### src/rtl/octa_rx_pkg.sv
package octa_rx_pkg;

    typedef enum logic {
        MODE_STEREO = 1'b0,
        MODE_QUAD   = 1'b1
    } rx_mode_e;

    // Synchronised serial lines, sampled together at a bit-clock rise.
    typedef struct packed {
        logic ws;
        logic mk;
        logic sd;
    } line_t;

    // Channel index from the pair number and the word-select side.
    function automatic int unsigned slot_index(input int unsigned pair, input logic side);
        return pair * 2 + int'(side);
    endfunction

endpackage

### src/rtl/octa_rx_sync.sv
module octa_rx_sync
    import octa_rx_pkg::*;
#(
    parameter int STAGES = 2
) (
    input  logic  clk,
    input  logic  rst,
    input  logic  bclk_raw,
    input  logic  ws_raw,
    input  logic  mk_raw,
    input  logic  sd_raw,
    output line_t lines,
    output logic  bclk_rise
);
    localparam int NLINES = 4;

    logic [NLINES-1:0] raw;
    logic [NLINES-1:0] synced;
    logic              bclk_prev;

    assign raw = {bclk_raw, ws_raw, mk_raw, sd_raw};

    for (genvar i = 0; i < NLINES; i++) begin : g_line
        logic [STAGES-1:0] q;
        always_ff @(posedge clk) begin
            if (rst) q <= '0;
            else     q <= {q[STAGES-2:0], raw[i]};
        end
        assign synced[i] = q[STAGES-1];
    end

    always_ff @(posedge clk) begin
        if (rst) bclk_prev <= 1'b0;
        else     bclk_prev <= synced[3];
    end

    assign bclk_rise = synced[3] & ~bclk_prev;
    assign lines     = '{ws: synced[2], mk: synced[1], sd: synced[0]};

endmodule

### src/rtl/octa_rx_shift.sv
module octa_rx_shift #(
    parameter int W = 32
) (
    input  logic         clk,
    input  logic         rst,
    input  logic         shift_en,
    input  logic         sd,
    output logic [W-1:0] word
);
    logic [W-2:0] sh;

    assign word = {sh, sd};

    always_ff @(posedge clk) begin
        if (rst)           sh <= '0;
        else if (shift_en) sh <= word[W-2:0];
    end

endmodule

### src/rtl/octa_rx_frame.sv
module octa_rx_frame
    import octa_rx_pkg::*;
#(
    parameter int PAIRS = 4,
    localparam int PAIR_W = (PAIRS > 1) ? $clog2(PAIRS) : 1,
    localparam int CH_W   = PAIR_W + 1
) (
    input  logic            clk,
    input  logic            rst,
    input  logic            quad,
    input  logic            step,
    input  line_t           ln,
    output logic            slot_keep,
    output logic [CH_W-1:0] slot_chan,
    output logic            err
);
    logic              ws_q;
    logic              mk_q;
    logic              primed;
    logic              locked;
    logic [PAIR_W-1:0] pair;

    logic ws_chg;
    logic new_pair;
    logic mk_rise;
    logic good_mark;

    assign ws_chg    = step & (ln.ws != ws_q);
    assign new_pair  = ws_chg & ws_q & ~ln.ws;
    assign mk_rise   = step & quad & ln.mk & ~mk_q;
    assign good_mark = mk_rise & new_pair;
    assign err       = mk_rise & ~new_pair;

    assign slot_keep = ws_chg & primed & (~quad | (locked & ~err));
    assign slot_chan = quad ? CH_W'(slot_index(int'(pair), ws_q)) : CH_W'(ws_q);

    always_ff @(posedge clk) begin
        if (rst) begin
            ws_q   <= 1'b0;
            mk_q   <= 1'b0;
            primed <= 1'b0;
            locked <= 1'b0;
            pair   <= '0;
        end else begin
            if (step) begin
                ws_q <= ln.ws;
                mk_q <= ln.mk;
            end
            if (ws_chg) primed <= 1'b1;
            if (err) begin
                locked <= 1'b0;
            end else if (good_mark) begin
                locked <= 1'b1;
                pair   <= '0;
            end else if (new_pair) begin
                pair <= (pair == PAIR_W'(PAIRS - 1)) ? '0 : pair + PAIR_W'(1);
            end
        end
    end

endmodule

### src/rtl/octa_rx_txdiv.sv
module octa_rx_txdiv #(
    parameter int DIV = 4,
    localparam int CNT_W = (DIV > 1) ? $clog2(DIV) : 1
) (
    input  logic clk,
    input  logic rst,
    input  logic quad,
    input  logic step,
    output logic tx_en
);
    logic [CNT_W-1:0] cnt;

    always_ff @(posedge clk) begin
        if (rst) begin
            cnt   <= '0;
            tx_en <= 1'b0;
        end else begin
            tx_en <= step & (~quad | (cnt == '0));
            if (step & quad)
                cnt <= (cnt == CNT_W'(DIV - 1)) ? '0 : cnt + CNT_W'(1);
        end
    end

endmodule

### src/rtl/octa_rx.sv
module octa_rx
    import octa_rx_pkg::*;
#(
    parameter int SLOT_W      = 32,
    parameter int NUM_CH      = 8,
    parameter int SYNC_STAGES = 2,
    parameter int TX_DIV      = 4,
    localparam int PAIRS  = NUM_CH / 2,
    localparam int PAIR_W = (PAIRS > 1) ? $clog2(PAIRS) : 1,
    localparam int CH_W   = PAIR_W + 1
) (
    input  logic              clk,
    input  logic              rst,
    input  logic              quad_en,
    input  logic              bclk_in,
    input  logic              ws_in,
    input  logic              mark_in,
    input  logic              sd_in,
    output logic [SLOT_W-1:0] smp_data,
    output logic [CH_W-1:0]   smp_chan,
    output logic              smp_valid,
    output logic              frame_err,
    output logic              tx_bclk_en
);
    rx_mode_e          mode;
    logic              quad;
    line_t             lines;
    logic              bclk_rise;
    logic [SLOT_W-1:0] word;
    logic              slot_keep;
    logic [CH_W-1:0]   slot_chan;
    logic              err;

    assign mode = rx_mode_e'(quad_en);
    assign quad = (mode == MODE_QUAD);

    octa_rx_sync #(.STAGES(SYNC_STAGES)) u_sync (
        .clk       (clk),
        .rst       (rst),
        .bclk_raw  (bclk_in),
        .ws_raw    (ws_in),
        .mk_raw    (mark_in),
        .sd_raw    (sd_in),
        .lines     (lines),
        .bclk_rise (bclk_rise)
    );

    octa_rx_shift #(.W(SLOT_W)) u_shift (
        .clk      (clk),
        .rst      (rst),
        .shift_en (bclk_rise),
        .sd       (lines.sd),
        .word     (word)
    );

    octa_rx_frame #(.PAIRS(PAIRS)) u_frame (
        .clk       (clk),
        .rst       (rst),
        .quad      (quad),
        .step      (bclk_rise),
        .ln        (lines),
        .slot_keep (slot_keep),
        .slot_chan (slot_chan),
        .err       (err)
    );

    octa_rx_txdiv #(.DIV(TX_DIV)) u_txdiv (
        .clk   (clk),
        .rst   (rst),
        .quad  (quad),
        .step  (bclk_rise),
        .tx_en (tx_bclk_en)
    );

    always_ff @(posedge clk) begin
        if (rst) begin
            smp_data  <= '0;
            smp_chan  <= '0;
            smp_valid <= 1'b0;
            frame_err <= 1'b0;
        end else begin
            smp_valid <= slot_keep;
            frame_err <= err;
            if (slot_keep) begin
                smp_data <= word;
                smp_chan <= slot_chan;
            end
        end
    end

endmodule

### config.mk
export PLATFORM = sky130hd
export DESIGN_NAME = octa_rx
export DESIGN_NICKNAME = d
export VERILOG_FILES = /design/src/rtl/octa_rx_pkg.sv /design/src/rtl/octa_rx_sync.sv /design/src/rtl/octa_rx_shift.sv /design/src/rtl/octa_rx_frame.sv /design/src/rtl/octa_rx_txdiv.sv /design/src/rtl/octa_rx.sv
export SDC_FILE = /design/constraint.sdc
export NUM_CORES = 1
export LEC_CHECK = 0
export ABC_AREA = 1
export BUFFER_PORTS_ARGS = -buffer_cell sky130_fd_sc_hd__buf_2
export CAP_MARGIN = 20
export CORE_UTILIZATION = 51
export DETAILED_ROUTE_END_ITERATION = 10
export GPL_ROUTABILITY_DRIVEN = 0
export PLACE_DENSITY = 0.75
export SLEW_MARGIN = 25
export SYNTH_ARGS = -nofsm -noshare
export SYNTH_HDL_FRONTEND = slang
export SYNTH_SLANG_ARGS = --single-unit
### constraint.sdc
create_clock -name clk -period 1.4 [get_ports clk]
set_clock_uncertainty 0.15 [all_clocks]
set_input_delay 0.07 -clock clk [delete_from_list [all_inputs] [get_ports clk]]
set_output_delay 0.07 -clock clk [all_outputs]
set_load 0.005 [all_outputs]
# Yosys cells after proc, flatten, opt, wreduce, memory -nomap -nowiden
# Cells that the tools add are included.
dict set report totals {
  ff_bits 86
  input_bits 7
  output_inout_bits 38
  word_cells 53
}
dict set report classes {
  add_sub_neg 3
  eq_ne 3
  muxes 5
  bitwise 21
  n_reduce_logical 4
}
# op count
set ops {}
lappend ops {{$and 1x1->1} 13}
lappend ops {{$mux 2} 4}
lappend ops {{$not 1->1} 6}
lappend ops {{$add 2x1->2 const B} 2}
lappend ops {{$eq 2x2->1 const B} 2}
lappend ops {{$add 3x1->3} 1}
lappend ops {{$mux 3} 1}
lappend ops {{$logic_not 2->1} 1}
lappend ops {{$or 1x1->1} 2}
lappend ops {{$reduce_and 2->1} 1}
lappend ops {{$reduce_bool 2->1} 1}
lappend ops {{$reduce_or 2->1} 1}
lappend ops {{$ne 1x1->1} 1}

# Longest topological paths before layout
# Gate-level depths: netlist (run 1).
dict set report depth {
  word_depth 11
  mapped_depth 10
  depth_no_buf 9
}

# Hierarchy
# From an unflattened synthesis (run 1), not the netlist that was laid out.
dict set report hier_totals {
  hier_cells 527
  area_unflattened_um2 3619.7
}
# mod n_inst cells_each area_per_inst_um2 seq_area_each_um2
set by_module_without_submodules {}
lappend by_module_without_submodules {octa_rx 1 228 1529.0 740.7}
lappend by_module_without_submodules {octa_rx_shift 1 198 1310.0 620.6}
lappend by_module_without_submodules {octa_rx_frame 1 48 346.6 120.1}
lappend by_module_without_submodules {octa_rx_sync 1 32 285.3 180.2}
lappend by_module_without_submodules {octa_rx_txdiv 1 21 148.9 60.1}

# Worst setup path before layout (run 1)
# OpenSTA, ideal clock, no wires.
dict set report synth_path {
  path_kind {register to register}
  start {register u_sync.bclk_prev}
  end {register smp_chan[1]}
  setup_ns 0.113
  arrival_time_ns 1.211
  required_time_ns 1.137
  setup_slack_ns -0.074
  stages_incl_launch_ff 11
  n_path_buf 2
  period_less_slack_ns 1.474
  cell_sequence {dfxtp_1 > inv_2 > nand3_1 > nor2_4 > nand2_2 > nand2_2 > nand2_4 > buf_12 > buf_12 > a21oi_2 > nor2_1}
}
dict set report synth_between {
  elab_chain_cells 11
  word_cells_on_any_way 15
  classes_between {15 x bitwise}
}
# element line
set synth_rtl {}
lappend synth_rtl {{start: declaration} octa_rx_sync.sv:19} ;# logic bclk_prev;
lappend synth_rtl {{start signal: assignment} octa_rx_sync.sv:34} ;# else bclk_prev <= synced[3];
lappend synth_rtl {{$not 1->1 *} octa_rx_sync.sv:37} ;# assign bclk_rise = synced[3] & ~bclk_prev;
lappend synth_rtl {{$and 1x1->1 *} octa_rx_sync.sv:37}
lappend synth_rtl {{$and 1x1->1} octa_rx_frame.sv:28} ;# assign ws_chg = step & (ln.ws != ws_q);
lappend synth_rtl {{$and 1x1->1 (2 in series)} octa_rx_frame.sv:29} ;# assign new_pair = ws_chg & ws_q & ~ln.ws;
lappend synth_rtl {{$not 1->1} octa_rx_frame.sv:32} ;# assign err = mk_rise & ~new_pair;
lappend synth_rtl {{$and 1x1->1} octa_rx_frame.sv:32}
lappend synth_rtl {{$not 1->1} octa_rx_frame.sv:34} ;# assign slot_keep = ws_chg & primed & (~quad | (locked & ~err));
lappend synth_rtl {{$and 1x1->1} octa_rx_frame.sv:34}
lappend synth_rtl {{$or 1x1->1} octa_rx_frame.sv:34}
lappend synth_rtl {{$and 1x1->1 *} octa_rx_frame.sv:34}
lappend synth_rtl {{end signal: assignment} octa_rx.sv:86} ;# smp_chan <= slot_chan;
lappend synth_rtl {{end: declaration} octa_rx.sv:20} ;# output logic [CH_W-1:0] smp_chan,
# Every way passes the cells marked *; elsewhere a longest branch is shown, timed or not.
# A chain may end at the register's enable or synchronous reset.

# Worst setup path after layout (run 1)
dict set report layout_path {
  start {register u_frame.ws_q}
  end {register smp_data[18]}
}
dict set report layout_between {
  elab_chain_cells 10
  word_cells_on_any_way 11
  classes_between {1 x eq/ne; 10 x bitwise}
}
# element line
set layout_rtl {}
lappend layout_rtl {{start: declaration} octa_rx_frame.sv:17} ;# logic ws_q;
lappend layout_rtl {{start signal: assignment} octa_rx_frame.sv:46} ;# ws_q <= ln.ws;
lappend layout_rtl {{$ne 1x1->1} octa_rx_frame.sv:28}
lappend layout_rtl {{$and 1x1->1} octa_rx_frame.sv:28}
lappend layout_rtl {{$and 1x1->1 (2 in series)} octa_rx_frame.sv:29}
lappend layout_rtl {{$not 1->1} octa_rx_frame.sv:32}
lappend layout_rtl {{$and 1x1->1} octa_rx_frame.sv:32}
lappend layout_rtl {{$not 1->1} octa_rx_frame.sv:34}
lappend layout_rtl {{$and 1x1->1} octa_rx_frame.sv:34}
lappend layout_rtl {{$or 1x1->1} octa_rx_frame.sv:34}
lappend layout_rtl {{$and 1x1->1 *} octa_rx_frame.sv:34}
lappend layout_rtl {{end signal: assignment} octa_rx.sv:85} ;# smp_data <= word;
lappend layout_rtl {{end: declaration} octa_rx.sv:19} ;# output logic [SLOT_W-1:0] smp_data,
# Marked as above.

==> flow_metrics.env, run 1 <==
export IMPL_status="complete, but fails checks"
export IMPL_violations="negative setup slack"
export IMPL_path_buf_inv=2
export IMPL_period_share_pct=113
export IMPL_area_growth_pct=31.7
export IMPL_yosysUniqueCellTypes=25
export IMPL_io_pins=45
export IMPL_ctsLongestPathBuffers=2
export IMPL_coreArea_mm2=0.00606
export IMPL_antenna_cells=0
export IMPL_yosysMostFrequentCell="dfxtp_1"
export IMPL_tightest_slew_ns=0.451
export IMPL_ir_drop_mv=0.686
export IMPL_chipWidth_um=82.3
export IMPL_synthesis_nets=391
export IMPL_firstDrtPassIters=4
export IMPL_max_stage_delay_ns=0.35
export IMPL_grt_pass1_vias=2569
export IMPL_cts_sinks=86
export IMPL_die_y_um=82.3
export IMPL_final_hold_violation_count=0
export IMPL_clock_latency_ns=0.35
export IMPL_cts_buffers=9
export IMPL_slew_violations=0
export IMPL_cap_violations=0
export IMPL_vias=2720
export IMPL_path_clk_slew_ns=0.08
export IMPL_yosysTopAreaCell="dfxtp_1"
export IMPL_yosysTopAreaCellShare_pct=52.4
export IMPL_power_per_cell_area_mw_per_mm2=1170
export IMPL_grt_use_total_pct=23.2
export IMPL_cp_start_kind="flop"
export IMPL_dp_cells=495
export IMPL_cp_slowest_cell="dfxtp_2"
export IMPL_path_max_fanout=8
export IMPL_worstPathCellList="inv_2, nor2_4, nand2_2, nand2_4, nand2_4, nand2_8, nand2_8, buf_16, nand2_2, a21oi_2"
export IMPL_synth_ff_type="dfxtp_1"
export IMPL_yosys_warnings=0
export IMPL_cp_arrival_ns=1.66
export IMPL_routed_via_density=5.17
export IMPL_yosysSeqAreaShare_pct=52.4
export IMPL_wl_per_cell_um=13.8
export IMPL_antenna_found_initial=0
export IMPL_fp_dieArea_mm2=0.00677
export IMPL_hold_path_class="in2reg"
export IMPL_start_util_pct=54.2
export IMPL_globalRouteOverflowTotal=0
export IMPL_grt_pass1_wl_mm=11.7
export IMPL_cts_tree="built"
export IMPL_rsz0062_at_grt="yes"
export IMPL_drc_errors=0
export IMPL_critical_path_top_delay_family="simple AND/OR/NAND/NOR gates"
export IMPL_finalNonFillerCells=526
export IMPL_htreeDepth=3
export IMPL_required_ns=1.48
export IMPL_rows=28
export IMPL_finalPower_mw=5.06
export IMPL_cp_end_kind="flop"
export IMPL_async_flop_share_pct=0
export IMPL_relSlewSlack_pct=69.9
export IMPL_ant_nets=0
export IMPL_grt_max_degree=40
export IMPL_drive_gt1_share_pct=37.0
export IMPL_routed_wl_mm=7.27
export IMPL_synth_area_leaders="dfxtp_1 (52%), nor2_1 (8.0%), o21ai_0 (5.6%)"
export IMPL_io_buffers=44
export IMPL_leakagePower_nw=1.79
export IMPL_critPathKind="reg2reg"
export IMPL_yosys_register_bits=86
export IMPL_worst_slack_ns=-0.182
export IMPL_nNetsFinal=456
export IMPL_ys_top_cells_by_count="dfxtp_1 (86), nor2_1 (70), nand2_1 (39)"
export IMPL_syn_area_per_cell_um2=8.62
export IMPL_synth_edff_count=0
export IMPL_report_final_setup_viol=46
export IMPL_timing_fmax_mhz=632
export IMPL_period_needed_ns=1.58
export IMPL_syn_area_mm2=0.00329
export IMPL_hpwlAfterDp_mm=4.14
export IMPL_synth_cells=381
export IMPL_first_iter_violations=177
export IMPL_cts_root_buffer="clkbuf_8"
-- worst paths after layout --
kind / startpoint / endpoint / slack (ns) / cells after the start
worst max-delay path: u_frame.ws_q / smp_data[18] / -0.18 / 10
worst min-delay path: rst / u_frame.ws_q / 0.03 / 5
worst max register to register: u_frame.ws_q / smp_data[18] / -0.18 / 10
worst min register to register: u_sync.g_line[3].q[0] / u_sync.g_line[3].q[1] / 0.25 / 2
-- stage by stage --
step           area [um^2]  worst slack, ns  util, %  hold slack [ns]  TNS (ns)
6_report              4330           -0.182     71.4           0.0301     -6.03
5_1_grt               4330           -0.252     71.4           0.0526    -11.08
4_1_cts               4210           -0.104     69.5           0.0299     -3.16
3_5_place_dp          3670           -0.120     60.6            0.126     -3.20
3_3_place_gp          3670          -0.0675     60.6            0.118     -1.23
2_1_floorplan         3350          -0.0653        -           0.0270     -1.72
-- placed cells by master (no fill, tap or decap), types with 2 or more instances in the layout --
cell           Yosys  layout
a21oi_1           35      33
nand3_1           25      15
o21ai_0           37      32
dfxtp_2            0       3
buf_2              0      44
a21oi_2           13      15
ha_1               3       3
nand2_2            3      13
o21ai_1            0       4
inv_1             22      19
nand2_1           39      22
buf_4              3      12
clkinv_2           0       2
nand2_8            0       2
clkbuf_8           1       9
buf_16             0       3
nand3_2           11      21
dlygate4sd3_1      0       4
buf_12             3       8
buf_6              4       8
bufinv_16          0       4
inv_2              2       5
nand2_4            2       7
nor2_1            70      68
nor2_4             3       6
dfxtp_1           86      82
-- cell type report --
class | count | area (um^2)
fillers | 442 | 1730
flip-flops and latches | 86 | 1730
multi-input cells | 244 | 1440
repair buffers | 80 | 708
clock inverters | 6 | 134
clock buffers | 10 | 128
inverters | 25 | 95.1
well taps | 75 | 93.8
-- state kept, by name (all words and copies together), names as in the netlist --
name and cells:
smp_data 32, u_shift.sh 31, u_sync.g_line.q 8, smp_chan 3, u_frame.pair 2, u_txdiv.cnt 2
frame_err 1, smp_valid 1, u_frame.locked 1, u_frame.mk_q 1, u_frame.primed 1, u_frame.ws_q 1
u_sync.bclk_prev 1, u_txdiv.tx_en 1
-- worst register-to-register path: cells and delay by family (launching register included) --
family	cells	cell delay (ns)
and+or+nand+nor	7	0.70
DFF	1	0.35
buffers and inverters	2	0.21
AOI/OAI and AO/OA	1	0.05
-- logic make-up after synthesis --
group,share of synthesized area (%)
adder cells (fa/ha/maj),1.14
AO/OA/AOI/OAI,15.0
flip-flops,52.4
buffers and inverters,9.37
AND/OR/NAND/NOR,22.1
-- where the power goes --
group / internal [mW] / switching [mW] / total [mW]
clock: 1.37 / 0.856 / 2.22
sequential: 2.51 / 0.0464 / 2.55
combinational: 0.119 / 0.167 / 0.286
total: 3.99 / 1.07 / 5.06
-- what timing repair did --
| item | in CTS | in global routing |
|---|---|---|
| gates resized for setup | 30 | 29 |
| cloned | 3 | 1 |
| hold buffers | 5 | 0 |
| buffers inserted | 5 | 1 |
| setup endpoints to repair | 36 | 49 |
| pin swaps | 5 | 8 |
| hold endpoints to repair | 13 | 0 |
-- routing by layer --
| layer | global-route usage [%] | up-vias | part of all wire, % |
|---|---|---|---|
| met3 | 6.04 | 11 | 4.7 |
| met5 | 0 | - | 0 |
| li1 | - | 1368 | - |
| met2 | 39.8 | 63 | 50 |
| met4 | 10.0 | 0 | 1.3 |
| met1 | 27.3 | 1278 | 44 |
Note: power is estimated with default switching activity, not from simulation.
==> inputs of run 2 (changes only) <==
Settings changed: CORE_UTILIZATION 51 to 53, CTS_BUF_LIST set to sky130_fd_sc_hd__clkbuf_2, PLACE_DENSITY 0.75 to not set, PLACE_DENSITY_LB_ADDON set to 0.2.
==> flow_metrics.env, run 2 (synthesis results as in run 1) <==
export IMPL_fp_dieArea_mm2=0.00652
export IMPL_finalCoreUtilization_pct=74.6
export IMPL_final_cell_mix="dfxtp_1 (80), nor2_1 (62), buf_2 (44), a21oi_1 (26), o21ai_0 (24)"
export IMPL_worst_path_stages=10
export IMPL_first_iter_violations=186
export IMPL_vias=2829
export IMPL_critical_path_top_delay_family="simple AND/OR/NAND/NOR gates"
export IMPL_cts_root_buffer="clkbuf_2"
export IMPL_reg_top3="smp_data x32, u_shift.sh x31, u_sync.g_line.q x8"
export IMPL_ir_drop_mv=0.552
export IMPL_clock_latency_ns=0.56
export IMPL_timing_fmax_mhz=614
export IMPL_relSlewSlack_pct=81.2
export IMPL_rsz0062_at_grt="yes"
export IMPL_antenna_cells=0
export IMPL_cp_end_kind="flop"
export IMPL_largest_reg_flops=32
export IMPL_grt_pass1_wl_mm=11.4
export IMPL_ctsLongestPathBuffers=2
export IMPL_coreArea_mm2=0.00596
export IMPL_hpwlAfterDp_mm=4.16
export IMPL_final_common_cell="dfxtp_1"
export IMPL_placed_area_mm2=0.00369
export IMPL_io_buffers=44
export IMPL_globalRouteOverflowTotal=0
export IMPL_grt_max_degree=40
export IMPL_cts_buffers=9
export IMPL_routed_wl_mm=7.80
export IMPL_cap_violations=0
export IMPL_leakagePower_nw=1.84
export IMPL_max_stage_delay_ns=0.40
export IMPL_drc_errors=0
export IMPL_power_per_cell_area_mw_per_mm2=974
export IMPL_status="complete, but fails checks"
export IMPL_routed_via_density=5.24
export IMPL_die_y_um=80.7
export IMPL_hold_path_cell_count=4
export IMPL_path_buf_inv=2
export IMPL_hold_path_class="in2reg"
export IMPL_cp_slowest_cell="dfxtp_2"
export IMPL_final_hold_violation_count=0
export IMPL_largest_register="smp_data"
export IMPL_wl_per_cell_um=14.4
export IMPL_start_util_pct=55.2
export IMPL_nFillCells=432
export IMPL_period_share_pct=116
export IMPL_drive_gt1_share_pct=41.9
export IMPL_nNetsFinal=470
export IMPL_finalPower_mw=4.33
export IMPL_tightest_slew_ns=0.283
export IMPL_period_needed_ns=1.63
export IMPL_required_ns=1.72
export IMPL_violations="negative setup slack"
export IMPL_design_area_mm2=0.00444
export IMPL_cts_tree="built"
export IMPL_chipWidth_um=80.7
export IMPL_antenna_found_initial=0
export IMPL_critPathKind="reg2reg"
export IMPL_io_pins=45
export IMPL_report_final_setup_viol=55
export IMPL_worst_slack_ns=-0.229
export IMPL_area_growth_pct=35.1
export IMPL_cp_arrival_ns=1.95
export IMPL_cts_sinks=86
export IMPL_ant_nets=0
export IMPL_path_max_fanout=8
export IMPL_reg2reg_depth=10
export IMPL_htreeDepth=3
export IMPL_cp_start_kind="flop"
export IMPL_rows=28
export IMPL_worstPathCellList="inv_2, nor2_4, nand2_2, nand2_2, nand2_4, nand2_8, nand2_8, clkbuf_16, nand2_1, a21oi_2"
export IMPL_path_clk_slew_ns=0.23
export IMPL_slew_violations=0
export IMPL_grt_use_total_pct=23.2
export IMPL_grt_pass1_vias=2503
export IMPL_firstDrtPassIters=4
==> run 2: cell types whose count changed in the layout (fill, tap and decap cells not counted), sizes merged <==
cell / delta
clkinv: +1
clkbuf: +3
buf: +4
clkinvlp: +2
bufinv: -2
dlygate4sd3: +6
==> run 2: worst reg2reg max path, delay by kind of cell (launching register included) <==
family                 cells  cell delay, ns
AND/OR/NAND/NOR            7            0.72
flip-flops                 1            0.40
buffers and inverters      2            0.24
AO/OA/AOI/OAI              1            0.05
==> run 2: final cells by class <==
type | instances | area, um^2 | share of cell area (%)
Sequential cell | 86 | 1730 | 38.9
Multi-Input combinational cell | 244 | 1490 | 33.6
Timing Repair Buffer | 94 | 891 | 20.1
Inverter | 25 | 101 | 2.28
Tap cell | 75 | 93.8 | 2.11
Clock inverter | 7 | 88.8 | 2.00
Clock buffer | 9 | 45.0 | 1.01
==> run 2: metal layers <==
layer | vias up | GRT usage (%) | part of all wire (%)
li1 | 1399 | - | -
met4 | 0 | 11.8 | 1.6
met5 | - | 0 | 0
met3 | 14 | 4.83 | 4.4
met1 | 1345 | 29.4 | 45
met2 | 71 | 37.5 | 49
==> run 2: timing repair <==
| item | in CTS | in global routing |
|---|---|---|
| setup buffers | 9 | 4 |
| gates resized for setup | 31 | 55 |
| pin swaps | 2 | 9 |
| gates cloned | 2 | 5 |
| hold buffers | 10 | 0 |
| setup endpoints to repair | 52 | 73 |
| endpoints found under the hold margin | 86 | 0 |
==> run 2: path summary, 6_finish.rpt <==
check / from / endpoint / slack, ns
worst max-delay path: u_sync.g_line[3].q[1] / smp_data[27] / -0.23
worst min-delay path: rst / smp_data[25] / 0.25
worst max register to register: u_sync.g_line[3].q[1] / smp_data[27] / -0.23
worst min register to register: u_sync.g_line[3].q[0] / u_sync.g_line[3].q[1] / 0.27
==> run 2: report_power, final <==
group / switching (mW) / internal [mW] / leakage (nW) / total (mW)
combinational: 0.174 / 0.142 / 1.07 / 0.315
sequential: 0.0508 / 2.52 / 0.701 / 2.57
clock: 0.866 / 0.577 / 0.0753 / 1.44
total: 1.09 / 3.24 / 1.84 / 4.33
==> run 2: stage by stage <==
| stage | TNS, ns | setup WS (ns) | cells | hold WS (ns) |
|---|---|---|---|---|
| global placement | -2.17 | -0.0779 | 496 | 0.128 |
| finish | -7.05 | -0.229 | 540 | 0.253 |
| CTS | -3.98 | -0.145 | 532 | 0.240 |
| global route | -13.64 | -0.329 | 540 | 0.247 |
| floorplan | -1.72 | -0.0653 | 381 | 0.0270 |
| detailed placement | -3.63 | -0.121 | 496 | 0.132 |
